File: src/rtl/wps_pkg.sv
package wps_pkg;
  localparam int STAT_W  = 8;
  localparam int WIP_POS = 0;
  localparam int WEL_POS = 1;
  localparam int BL_LSB  = 2;
  localparam int WD_LSB  = 4;

  typedef enum logic [1:0] {
    PROT_NONE = 2'b00,
    PROT_QTR  = 2'b01,
    PROT_HALF = 2'b10,
    PROT_ALL  = 2'b11
  } prot_lvl_t;

  localparam logic [1:0] WD_RESET = 2'b11;
endpackage

File: src/rtl/wps_commit_timer.sv
module wps_commit_timer #(
  parameter int CYCLES = 1000
) (
  input  logic clk,
  input  logic rst,
  input  logic start,
  output logic busy,
  output logic done
);
  localparam int CNT_W = $clog2(CYCLES + 1);
  localparam logic [CNT_W-1:0] LOAD = CNT_W'(CYCLES);
  localparam logic [CNT_W-1:0] ONE  = CNT_W'(1);

  logic [CNT_W-1:0] cnt_q;

  always_ff @(posedge clk) begin
    if (rst) begin
      cnt_q <= '0;
    end else if (start) begin
      cnt_q <= LOAD;
    end else if (cnt_q != '0) begin
      cnt_q <= cnt_q - ONE;
    end
  end

  assign busy = (cnt_q != '0);
  assign done = (cnt_q == ONE);
endmodule

File: src/rtl/wps_enable_latch.sv
module wps_enable_latch (
  input  logic clk,
  input  logic rst,
  input  logic set_req,
  input  logic clr_req,
  input  logic wp_n,
  input  logic busy,
  input  logic done,
  output logic wel
);
  logic wel_q;

  always_ff @(posedge clk) begin
    if (rst) begin
      wel_q <= 1'b0;
    end else if (!wp_n || done) begin
      wel_q <= 1'b0;
    end else if (!busy) begin
      if (clr_req) begin
        wel_q <= 1'b0;
      end else if (set_req) begin
        wel_q <= 1'b1;
      end
    end
  end

  assign wel = wel_q;
endmodule

File: src/rtl/wps_write_guard.sv
module wps_write_guard #(
  parameter int ADDR_W = 9
) (
  input  logic              clk,
  input  logic              rst,
  input  logic              req_arr,
  input  logic              req_sr,
  input  logic [ADDR_W-1:0] addr,
  input  logic [1:0]        lvl,
  input  logic              wel,
  input  logic              wp_n,
  input  logic              busy,
  output logic              accept,
  output logic              grant_q,
  output logic              deny_q
);
  import wps_pkg::*;

  localparam logic [ADDR_W-1:0] BASE_QTR  = {2'b11, {(ADDR_W-2){1'b0}}};
  localparam logic [ADDR_W-1:0] BASE_HALF = {1'b1, {(ADDR_W-1){1'b0}}};

  logic in_range;
  logic req_any;

  always_comb begin
    unique case (prot_lvl_t'(lvl))
      PROT_NONE: in_range = 1'b0;
      PROT_QTR:  in_range = (addr >= BASE_QTR);
      PROT_HALF: in_range = (addr >= BASE_HALF);
      default:   in_range = 1'b1;
    endcase
  end

  assign req_any = req_arr | req_sr;
  assign accept  = req_any && wel && wp_n && !busy && (req_sr || !in_range);

  always_ff @(posedge clk) begin
    if (rst) begin
      grant_q <= 1'b0;
      deny_q  <= 1'b0;
    end else begin
      grant_q <= accept;
      deny_q  <= req_any && !accept;
    end
  end
endmodule

File: src/rtl/wps_nv_bits.sv
module wps_nv_bits (
  input  logic       clk,
  input  logic       rst,
  input  logic       capture,
  input  logic [1:0] new_lvl,
  input  logic [1:0] new_wd,
  input  logic       commit,
  output logic [1:0] lvl,
  output logic [1:0] wd
);
  import wps_pkg::*;

  logic [1:0] lvl_q, wd_q, lvl_pend, wd_pend;
  logic       pend_q;

  always_ff @(posedge clk) begin
    if (rst) begin
      lvl_q    <= PROT_NONE;
      wd_q     <= WD_RESET;
      lvl_pend <= PROT_NONE;
      wd_pend  <= WD_RESET;
      pend_q   <= 1'b0;
    end else if (capture) begin
      lvl_pend <= new_lvl;
      wd_pend  <= new_wd;
      pend_q   <= 1'b1;
    end else if (commit && pend_q) begin
      lvl_q  <= lvl_pend;
      wd_q   <= wd_pend;
      pend_q <= 1'b0;
    end
  end

  assign lvl = lvl_q;
  assign wd  = wd_q;
endmodule

File: src/rtl/wps_unit.sv
module wps_unit #(
  parameter int ADDR_W       = 9,
  parameter int WRITE_CYCLES = 1000
) (
  input  logic              clk,
  input  logic              rst,
  input  logic              cmd_wren,
  input  logic              cmd_wrdi,
  input  logic              cmd_wrsr,
  input  logic              cmd_wrarr,
  input  logic [ADDR_W-1:0] wr_addr,
  input  logic [7:0]        sr_wdata,
  input  logic              wp_n,
  output logic              grant_o,
  output logic              deny_o,
  output logic              busy_o,
  output logic [7:0]        status_o
);
  import wps_pkg::*;

  logic       accept, busy, done, wel;
  logic [1:0] lvl, wd;
  logic       unused_data;

  assign unused_data = ^{sr_wdata[7:6], sr_wdata[1:0]};

  wps_commit_timer #(.CYCLES(WRITE_CYCLES)) u_timer (
    .clk(clk), .rst(rst), .start(accept), .busy(busy), .done(done)
  );

  wps_enable_latch u_latch (
    .clk(clk), .rst(rst), .set_req(cmd_wren), .clr_req(cmd_wrdi),
    .wp_n(wp_n), .busy(busy), .done(done), .wel(wel)
  );

  wps_write_guard #(.ADDR_W(ADDR_W)) u_guard (
    .clk(clk), .rst(rst), .req_arr(cmd_wrarr), .req_sr(cmd_wrsr),
    .addr(wr_addr), .lvl(lvl), .wel(wel), .wp_n(wp_n), .busy(busy),
    .accept(accept), .grant_q(grant_o), .deny_q(deny_o)
  );

  wps_nv_bits u_nv (
    .clk(clk), .rst(rst), .capture(accept && cmd_wrsr),
    .new_lvl(sr_wdata[BL_LSB+1:BL_LSB]), .new_wd(sr_wdata[WD_LSB+1:WD_LSB]),
    .commit(done), .lvl(lvl), .wd(wd)
  );

  assign busy_o   = busy;
  assign status_o = {2'b00, wd, lvl, wel, busy};
endmodule

File: config.mk
export PLATFORM = sky130hd
export DESIGN_NAME = wps_unit
export DESIGN_NICKNAME = d
export VERILOG_FILES = /design/src/rtl/wps_pkg.sv /design/src/rtl/wps_commit_timer.sv /design/src/rtl/wps_enable_latch.sv /design/src/rtl/wps_write_guard.sv /design/src/rtl/wps_nv_bits.sv /design/src/rtl/wps_unit.sv
export SDC_FILE = /design/constraint.sdc
export NUM_CORES = 1
export LEC_CHECK = 0
export BUFFER_PORTS_ARGS = -buffer_cell sky130_fd_sc_hd__buf_2
export CAP_MARGIN = 20
export CORE_AREA = 2 2 51 53
export DETAILED_ROUTE_END_ITERATION = 8
export DIE_AREA = 0 0 53 55
export PLACE_DENSITY_LB_ADDON = 0.1
export SETUP_SLACK_MARGIN = 0.02
export SLEW_MARGIN = 40
export SYNTH_ARGS = -nofsm -noshare
export SYNTH_HDL_FRONTEND = slang
export SYNTH_SLANG_ARGS = --single-unit
File: constraint.sdc
create_clock -name clk -period 3.6 [get_ports clk]
set_clock_uncertainty 0.2 [all_clocks]
set_input_delay 0 -clock clk [delete_from_list [all_inputs] [get_ports clk]]
set_output_delay 0 -clock clk [all_outputs]
set_load 0.02 [all_outputs]
==> impl_metrics.env, run 1 <==
export IMPL_seq_power_share_pct=35.6
export IMPL_synth_seq_area_share_pct=39.1
export IMPL_postRouteAntennaNets=0
export IMPL_viasPerCell=5.36
export IMPL_status="complete, no violations"
export IMPL_worstMarginPinSlew_ns=0.516
export IMPL_switching_share_pct=39.4
export IMPL_cts_buffers_inserted=3
export IMPL_drive_gt1_share_pct=24.7
export IMPL_yosys_warnings=0
export IMPL_final_area_um2=1410
export IMPL_period_minus_slack_ns=3.09
export IMPL_ir_drop_mv=0.503
export IMPL_setup_slack_ns=0.509
export IMPL_grt_pass1_wl_um=4020
export IMPL_fmax_mhz=323
export IMPL_cts_root_buf="clkbuf_4"
export IMPL_fillCellCount=215
export IMPL_ys_flop_type="dfxtp_1"
export IMPL_cpMaxStageDelayCell="dlygate4sd3_1"
export IMPL_finalMaxSlewViolations=0
export IMPL_io_buffers=21
export IMPL_place_gp_congestion=0.754
export IMPL_via_count=986
export IMPL_cts_path_max_buffers=2
export IMPL_synth_edf_count=0
export IMPL_coreArea_um2=2360
export IMPL_slew_headroom_pct=65.3
export IMPL_drv_cap=0
export IMPL_detail_route_iter0_violations=14
export IMPL_finalPower_mw=0.993
export IMPL_pin_count=35
export IMPL_utilization_pct=59.4
export IMPL_start_kind="flop"
export IMPL_path_buf_inv=3
export IMPL_netSwitchingPower_mw=0.391
export IMPL_clk_latency_ns=0.31
export IMPL_yosys_area_top_type="dfxtp_1"
export IMPL_synth_compound_area_share_pct=14.3
export IMPL_dpl_cell_count=166
export IMPL_grt_max_degree=27
export IMPL_power_combinational_fraction_pct=45.0
export IMPL_end_kind="flop"
export IMPL_clkPwrFrac_pct=19.3
export IMPL_wl_per_cell_um=13.5
export IMPL_synth_xor_area_share_pct=2.33
export IMPL_yosys_register_bits=22
export IMPL_async_reset_ff_share_pct=0
export IMPL_finalSetupTns_ns=0
export IMPL_syn_to_final_growth_pct=24.6
export IMPL_start_util_pct=47.7
export IMPL_yosys_top_cells_area="dfxtp_1 (39%), mux2i_1 (6.2%), nor2_1 (4.3%), ha_1 (3.3%), a21oi_2 (3.1%)"
export IMPL_cts_tree="yes"
export IMPL_synthCells=124
export IMPL_p_int_mw=0.602
export IMPL_dpl_hpwl_um=1660
export IMPL_synth_area_per_cell_um2=9.09
export IMPL_yosysTopAreaCellShare_pct=39.1
export IMPL_die_h_um=55
export IMPL_synth_area_um2=1130
export IMPL_synth_simple_gate_area_share_pct=27.2
export IMPL_gr_total_overflow=0
export IMPL_yosysUniqueCellTypes=37
export IMPL_required_ns=3.61
export IMPL_p_leak_nw=0.599
export IMPL_synth_top_family_by_area="simple AND/OR/NAND/NOR gates"
export IMPL_dp_slack_ns=0.724
export IMPL_grt_setup_unrepaired="no"
export IMPL_cts_htree_levels=1
export IMPL_antenna_found_initial=0
export IMPL_min_period_over_period_pct=85.9
export IMPL_wl_um=2480
export IMPL_regArea_um2=440
export IMPL_cp_slowest_stage_delay_ns=0.57
export IMPL_clk_pin_slew_worst_paths_ns=0.13
export IMPL_hp_class="in -> reg"
export IMPL_synthAdderAreaFrac_pct=3.33
export IMPL_post_cts_resize_count=0
export IMPL_n_antenna_cell=0
export IMPL_crit_family="simple AND/OR/NAND/NOR gates"
export IMPL_grtUsageTotal_pct=18.8
export IMPL_drtPass1Iterations=4
export IMPL_nets=182
export IMPL_die_x_um=53
export IMPL_synthMostInstantiatedCell="dfxtp_1"
export IMPL_drcViolationCount=0
export IMPL_dieArea_um2=2920
export IMPL_p_per_area_nw_per_um2=707
export IMPL_setup_violations=0
export IMPL_final_hold_violation_count=0
export IMPL_cp_arrival_ns=3.10
export IMPL_placed_area_um2=1210
export IMPL_yosys_top_cells_count="dfxtp_1 (22), nor2_1 (13), mux2i_1 (7), nand2_1 (6), o21ai_0 (5)"
export IMPL_multi_input_area_um2=616
export IMPL_path_cells="inv_1 > ha_1 > nor3b_2 > and3_1 > inv_4 > nor4_2 > nor3_1 > dlygate4sd3_1"
export IMPL_synth_mux_area_share_pct=6.22
export IMPL_cts_sinks=22
export IMPL_critPathKind="reg -> reg"
export IMPL_worstPathMaxFanout=8
export IMPL_holdWs_ns=0.226
export IMPL_rows=18
export IMPL_post_layout_nonfiller_instances=184
export IMPL_grt_pass1_vias=894
## flip-flops by register name (all words and copies together), names as in the netlist
register	flops
u_timer.cnt_q	10
u_nv.lvl	2
u_nv.lvl_pend	2
u_nv.wd	2
u_nv.wd_pend	2
u_guard.deny_q	1
u_guard.grant_q	1
u_latch.wel	1
u_nv.pend_q	1
## layout make-up
cell class | instances | share of cell area, %
flip-flops and latches | 22 | 31.3
multi-input cells | 90 | 43.8
inverters | 3 | 0.980
well taps | 30 | 2.67
repair buffers | 35 | 17.5
clock buffers | 3 | 1.60
clock inverters | 1 | 2.14
## worst paths after layout
check / start / to / slack (ns) / depth (start not counted)
setup / recovery: u_timer.cnt_q[0] / u_guard.deny_q / 0.51 / 8
hold / removal: wr_addr[7] / u_timer.cnt_q[2] / 0.23 / 5
setup reg to reg: u_timer.cnt_q[0] / u_guard.deny_q / 0.51 / 8
hold reg to reg: u_nv.pend_q / u_nv.pend_q / 0.27 / 2
## power groups by stage
stage                     sequential (mW)  combinational (mW)  clock [mW]
after floorplan                     0.345               0.386           0
after global placement              0.357               0.426           0
after detailed placement            0.359               0.434           0
after CTS                           0.353               0.448       0.197
after global routing                0.363               0.506       0.203
final                               0.354               0.448       0.192
## metal layers
layer  track usage (%)  part of all wire (%)  vias to the layer above
met5                 0                     0                        -
met4              5.98                  0.61                        0
li1                  -                     -                      498
met1              25.8                    51                      471
met3              2.69                   2.9                        2
met2              30.4                    46                       15
## cell usage in the layout (no fill, tap or decap), drive strengths merged
| cell type | count |
|---|---|
| clkbuf | 3 |
| or4 | 2 |
| inv | 3 |
| nor3 | 6 |
| and2 | 1 |
| nand4 | 3 |
| ha | 3 |
| nor3b | 1 |
| conb | 2 |
| o31ai | 1 |
| a31oi | 2 |
| a2111oi | 1 |
| buf | 21 |
| or2 | 1 |
| nor4 | 3 |
| a21oi | 8 |
| nor2b | 2 |
| a211o | 2 |
| or3 | 2 |
| and3 | 4 |
| o21ai | 5 |
| nand2 | 6 |
| a211oi | 3 |
| dlygate4sd3 | 14 |
| bufinv | 1 |
| or2b | 1 |
| nand2b | 2 |
| nand3 | 3 |
| nand3b | 3 |
| nor2 | 13 |
| dfxtp | 22 |
| mux2i | 7 |
| xnor2 | 3 |
## logic make-up after synthesis
family,count (synthesis)
buf+inv,13
fa+ha+maj,3
other cells,1
mux,7
compound gates,22
flops,22
xor+xnor,3
simple gates,53
## worst reg2reg max path: stages (launching register included)
cell,delay (ns)
dfxtp_1,0.40
inv_1,0.14
ha_1,0.22
nor3b_2,0.35
and3_1,0.42
inv_4,0.10
nor4_2,0.53
nor3_1,0.08
dlygate4sd3_1,0.57
## repair_timing
item / in CTS / in global routing
hold buffers: 14 / 0
hold endpoints to repair: 17 / 0
setup buffers: 0 / 0
(Power assumes the default switching activity.)
==> inputs of run 2 (changes only) <==
--- a/config.mk
+++ b/config.mk
@@ -10,6 +10,7 @@
 export CORE_AREA = 2 2 51 53
 export DETAILED_ROUTE_END_ITERATION = 8
 export DIE_AREA = 0 0 53 55
+export GPL_ROUTABILITY_DRIVEN = 0
 export PLACE_DENSITY_LB_ADDON = 0.1
 export SETUP_SLACK_MARGIN = 0.02
 export SLEW_MARGIN = 40
==> constraint.sdc (replaced) <==
create_clock -name clk -period 3.6 [get_ports clk]
set_clock_uncertainty 0.2 [all_clocks]
set_input_delay 0.18 -clock clk [delete_from_list [all_inputs] [get_ports clk]]
set_output_delay 0.18 -clock clk [all_outputs]
set_load 0.02 [all_outputs]
==> run 2 against run 1 <==
Critical path depth down 1. Count of clock-buffer cells in the layout stayed put. Sequential power about the same. Global-route usage is 0.94 points lower. Maximum frequency grew 15%. Setup slack gained 0.40 ns. Final cell count down 3.8%. Clock power is essentially flat. Die area unchanged. Sequential share of layout area is 1.6 points higher. Non-clock buffer count shrank 7. Largest power group unchanged.
==> impl_metrics.env, run 2 (same netlist as run 1, synthesis figures left out) <==
export IMPL_status="complete, no violations"
export IMPL_dpl_cell_count=166
export IMPL_end_kind="flop"
export IMPL_clk_pin_slew_worst_paths_ns=0.13
export IMPL_finalSetupTns_ns=0
export IMPL_top_register="u_timer.cnt_q"
export IMPL_coreArea_um2=2360
export IMPL_drcViolationCount=0
export IMPL_die_x_um=53
export IMPL_wl_um=2300
export IMPL_finalPower_mw=0.987
export IMPL_ir_drop_mv=0.500
export IMPL_min_period_over_period_pct=74.8
export IMPL_dpl_hpwl_um=1660
export IMPL_cts_path_max_buffers=2
export IMPL_worstPathMaxFanout=8
export IMPL_grt_setup_unrepaired="no"
export IMPL_cts_sinks=22
export IMPL_dieArea_um2=2920
export IMPL_cts_tree="yes"
export IMPL_grtUsageTotal_pct=17.8
export IMPL_rows=18
export IMPL_cp_arrival_ns=2.74
export IMPL_antenna_found_initial=0
export IMPL_postCtsSetupRepairBufs=0
export IMPL_post_layout_nonfiller_instances=177
export IMPL_hp_class="in -> reg"
export IMPL_period_minus_slack_ns=2.69
export IMPL_cts_root_buf="clkbuf_4"
export IMPL_slew_headroom_pct=63.4
export IMPL_n_antenna_cell=0
export IMPL_drtPass1Iterations=4
export IMPL_syn_to_final_growth_pct=18.4
export IMPL_grt_max_degree=27
export IMPL_io_buffers=21
export IMPL_cp_startpoint="u_timer.cnt_q[0]"
export IMPL_p_leak_nw=0.562
export IMPL_setup_violations=0
export IMPL_largest_reg_flops=10
export IMPL_detail_route_iter0_violations=23
export IMPL_wl_per_cell_um=13.0
export IMPL_drv_cap=0
export IMPL_postRouteAntennaNets=0
export IMPL_setup_slack_ns=0.906
export IMPL_final_area_um2=1340
export IMPL_required_ns=3.64
export IMPL_placed_area_um2=1210
export IMPL_grt_pass1_wl_um=3820
export IMPL_finalMaxSlewViolations=0
export IMPL_die_h_um=55
export IMPL_start_kind="flop"
export IMPL_critPathKind="reg -> reg"
export IMPL_clk_latency_ns=0.31
export IMPL_layout_commonest_cell="dfxtp_1"
export IMPL_pin_count=35
export IMPL_cts_htree_levels=1
export IMPL_grt_pass1_vias=861
export IMPL_cts_buffers_inserted=3
export IMPL_nets=175
export IMPL_gr_total_overflow=0
export IMPL_fmax_mhz=371
export IMPL_dp_slack_ns=0.724
export IMPL_worstMarginPinSlew_ns=0.544
export IMPL_drive_gt1_share_pct=25.9
export IMPL_final_cell_mix="dfxtp_1 (22), buf_2 (21), nor2_1 (13)"
export IMPL_viasPerCell=5.38
export IMPL_r2r_start="u_timer.cnt_q[0]"
export IMPL_start_util_pct=47.7
export IMPL_p_per_area_nw_per_um2=740
export IMPL_via_count=952
export IMPL_final_hold_violation_count=0
export IMPL_min_from="cmd_wrsr"
## run 2: where the power goes
part	switching, mW	internal, mW
clock network	0.0788	0.112
registers	0.0637	0.291
logic	0.246	0.195
total	0.389	0.598
## run 2: layout make-up
class | count | area, µm²
fill | 218 | 1030
inverter | 3 | 13.8
clock buffer | 3 | 22.5
multi-input combinational | 90 | 616
tap | 30 | 37.5
sequential | 22 | 440
timing repair buffer | 28 | 175
clock inverter | 1 | 30.0
## run 2: through the flow
stage                     util (%)  hold WS [ns]
after floorplan                  -        0.0736
after global placement        51.0         0.162
after detailed placement      51.0         0.162
after CTS                     56.2        0.0382
after global routing          56.5        0.0518
final                         56.5        0.0489
## run 2: metal layers
| layer | GRT usage (%) | wire length [µm] | up-vias | part of all wire [%] |
|---|---|---|---|---|
| met5 | 0 | 0 | - | 0 |
| met4 | 6.41 | 15 | 0 | 0.65 |
| met3 | 2.69 | 73 | 2 | 3.2 |
| met2 | 29.4 | 1070 | 15 | 46 |
| met1 | 23.8 | 1140 | 451 | 50 |
| li1 | - | - | 484 | - |
## run 2: final timing paths
check,cells after the start,to,slack [ns]
min,3,u_guard.deny_q,0.05
min reg2reg,2,u_nv.pend_q,0.27
max,7,u_timer.cnt_q[3],0.91
max reg2reg,7,u_timer.cnt_q[3],0.91
## run 2: timing repair
action	CTS	global route
resized for setup	0	0
hold endpoints to repair	6	0
hold buffers	7	0
## run 2: worst max-delay path: stages, from the launching register on
cell and delay (ns):
dfxtp_1 0.40, inv_1 0.14, ha_1 0.22, nor3b_2 0.35, and3_1 0.42, inv_4 0.10
or4_4 0.64, a31oi_2 0.16
==> inputs of run 3 (changes only) <==
--- a/config.mk
+++ b/config.mk
@@ -7,9 +7,9 @@
 export LEC_CHECK = 0
 export BUFFER_PORTS_ARGS = -buffer_cell sky130_fd_sc_hd__buf_2
 export CAP_MARGIN = 20
-export CORE_AREA = 2 2 51 53
+export CORE_AREA = 2 2 40 69
 export DETAILED_ROUTE_END_ITERATION = 8
-export DIE_AREA = 0 0 53 55
+export DIE_AREA = 0 0 42 71
 export GPL_ROUTABILITY_DRIVEN = 0
 export PLACE_DENSITY_LB_ADDON = 0.1
 export SETUP_SLACK_MARGIN = 0.02
==> constraint.sdc (replaced) <==
create_clock -name clk -period 2.63 [get_ports clk]
set_clock_uncertainty 0.2 [all_clocks]
set_input_delay 0.1315 -clock clk [delete_from_list [all_inputs] [get_ports clk]]
set_output_delay 0.1315 -clock clk [all_outputs]
set_load 0.02 [all_outputs]
==> run 3 against run 2 <==
Clock power rose by 27%. Cell area grew 1.0%. Utilization down 1.0 points. Wire length increased by 9.1%. Sequential power up 36%. Final cell count shrank 0.56%. Critical path type unchanged. Critical endpoint is now u_latch.wel. Highest routed layer unchanged.
==> impl_metrics.env, run 3 (same netlist as run 1, synthesis figures left out) <==
export IMPL_status="complete, no violations"
export IMPL_path_buf_inv=3
export IMPL_drtPass1Iterations=4
export IMPL_min_to="u_guard.deny_q"
export IMPL_finalMaxSlewViolations=0
export IMPL_io_buffers=21
export IMPL_dpl_cell_count=166
export IMPL_die_x_um=42
export IMPL_finalSetupTns_ns=0
export IMPL_cp_arrival_ns=2.44
export IMPL_start_util_pct=46.3
export IMPL_drv_cap=0
export IMPL_path_depth=7
export IMPL_clk_pin_slew_worst_paths_ns=0.08
export IMPL_cts_root_buf="clkbuf_8"
export IMPL_syn_to_final_growth_pct=19.6
export IMPL_crit_family="buffers and inverters"
export IMPL_switching_share_pct=39.9
export IMPL_wl_per_cell_um=14.3
export IMPL_seq_power_share_pct=34.3
export IMPL_nets=178
export IMPL_fmax_mhz=411
export IMPL_worstReg2RegEnd="u_latch.wel"
export IMPL_cpMaxStageDelayCell="dlygate4sd3_1"
export IMPL_clk_latency_ns=0.26
export IMPL_path_cells="inv_1 > ha_1 > nor3b_2 > and3_2 > buf_4 > a211oi_1 > dlygate4sd3_1"
export IMPL_die_h_um=71
export IMPL_postRouteAntennaNets=0
export IMPL_p_per_area_nw_per_um2=1040
export IMPL_grtUsageTotal_pct=19.3
export IMPL_n_antenna_cell=0
export IMPL_post_layout_nonfiller_instances=176
export IMPL_coreArea_um2=2430
export IMPL_grt_setup_unrepaired="no"
export IMPL_cts_tree="yes"
export IMPL_dpl_hpwl_um=1860
export IMPL_whs_path_depth=3
export IMPL_ir_drop_mv=0.473
export IMPL_final_cell_mix="buf_2 (21), dfxtp_1 (21), nor2_1 (13)"
export IMPL_required_ns=2.63
export IMPL_netSwitchingPower_mw=0.560
export IMPL_setup_slack_ns=0.196
export IMPL_rows=24
export IMPL_critPathKind="reg -> reg"
export IMPL_start_kind="flop"
export IMPL_end_kind="flop"
export IMPL_viasPerCell=5.55
export IMPL_cts_path_max_buffers=2
export IMPL_grt_pass1_wl_um=4530
export IMPL_gr_total_overflow=0
export IMPL_cts_buffers_inserted=3
export IMPL_clkPwrFrac_pct=17.3
export IMPL_grt_pass1_vias=1014
export IMPL_fillCellCount=241
export IMPL_pin_count=35
export IMPL_p_leak_nw=0.579
export IMPL_dieArea_um2=2980
export IMPL_dp_slack_ns=0.358
export IMPL_setup_violations=0
export IMPL_placed_area_um2=1230
export IMPL_detail_route_iter0_violations=16
export IMPL_wl_um=2510
export IMPL_p_int_mw=0.843
export IMPL_top_register="u_timer.cnt_q"
export IMPL_drive_gt1_share_pct=28.7
export IMPL_reg2reg_depth=7
export IMPL_r2r_start="u_timer.cnt_q[0]"
export IMPL_power_combinational_fraction_pct=48.4
export IMPL_via_count=977
export IMPL_drcViolationCount=0
export IMPL_final_area_um2=1350
export IMPL_cts_sinks=22
export IMPL_slew_headroom_pct=64.8
export IMPL_largest_reg_flops=10
export IMPL_worstPathMaxFanout=7
export IMPL_antenna_found_initial=0
export IMPL_cts_htree_levels=1
export IMPL_r2r_setup_slack_ns=0.20
export IMPL_min_from="cmd_wrarr"
export IMPL_grt_max_degree=27
export IMPL_worstMarginPinSlew_ns=0.514
export IMPL_hp_class="in -> reg"
export IMPL_min_period_over_period_pct=92.6
export IMPL_final_hold_violation_count=0
export IMPL_cp_slowest_stage_delay_ns=0.61
export IMPL_period_minus_slack_ns=2.43
[run 3: cell count changes in the layout (fill, tap and decap cells not counted), sizes merged]
cell / previous run / this run
buf: 21 / 25
bufinv: 1 / 0
clkbuf: 3 / 4
dlygate4sd3: 7 / 6
[run 3: layer usage]
metal | global-route usage (%) | routed length [µm]
met5 | 0 | 0
met4 | 10.0 | 61
met3 | 2.55 | 64
met2 | 33.9 | 1370
met1 | 22.1 | 1010
[run 3: power groups by stage]
| stage | logic, mW | clock network [mW] | registers, mW |
|---|---|---|---|
| finish | 0.679 | 0.243 | 0.480 |
| global placement | 0.652 | 0 | 0.481 |
| global route | 0.765 | 0.257 | 0.493 |
| floorplan | 0.528 | 0 | 0.473 |
| CTS | 0.680 | 0.248 | 0.478 |
| detailed placement | 0.666 | 0 | 0.486 |
[run 3: worst reg2reg max path: stages (launching register included)]
cell           delay (ns)
dfxtp_2              0.39
inv_1                0.10
ha_1                 0.24
nor3b_2              0.17
and3_2               0.24
buf_4                0.17
a211oi_1             0.26
dlygate4sd3_1        0.61
[run 3: what timing repair did]
action	CTS	global route
hold endpoints to repair	5	0
buffers inserted	0	0
setup endpoints to repair	0	1
hold buffers	6	0
gates resized for setup	0	2
[run 3: worst max-delay path by stage]
stage / from / endpoint / slack (ns)
floorplan: u_timer.cnt_q[0] / u_timer.cnt_q[3] / 0.31
global placement: u_timer.cnt_q[0] / u_timer.cnt_q[6] / 0.38
detailed placement: u_timer.cnt_q[0] / u_timer.cnt_q[3] / 0.36
CTS: u_timer.cnt_q[0] / u_latch.wel / 0.20
global route: u_timer.cnt_q[0] / u_latch.wel / 0.03
finish: u_timer.cnt_q[0] / u_latch.wel / 0.20
[run 3: layout make-up]
type / count / area, µm² / area share (%)
clock buffers: 4 / 55.1 / 4.08
inverters: 3 / 13.8 / 1.02
multi-input cells: 90 / 611 / 45.3
flip-flops and latches: 22 / 442 / 32.7
well taps: 26 / 32.5 / 2.41
repair buffers: 31 / 195 / 14.5
[run 3: metrics by stage]
step / util (%) / total power [mW] / hold slack (ns)
6_report: 55.5 / 1.40 / 0.0145
5_1_grt: 55.5 / 1.51 / 0.0664
4_1_cts: 55.3 / 1.41 / 0.0187
3_5_place_dp: 50.6 / 1.15 / 0.119
3_3_place_gp: 50.6 / 1.13 / 0.111
2_1_floorplan: - / 1.00 / 0.0251
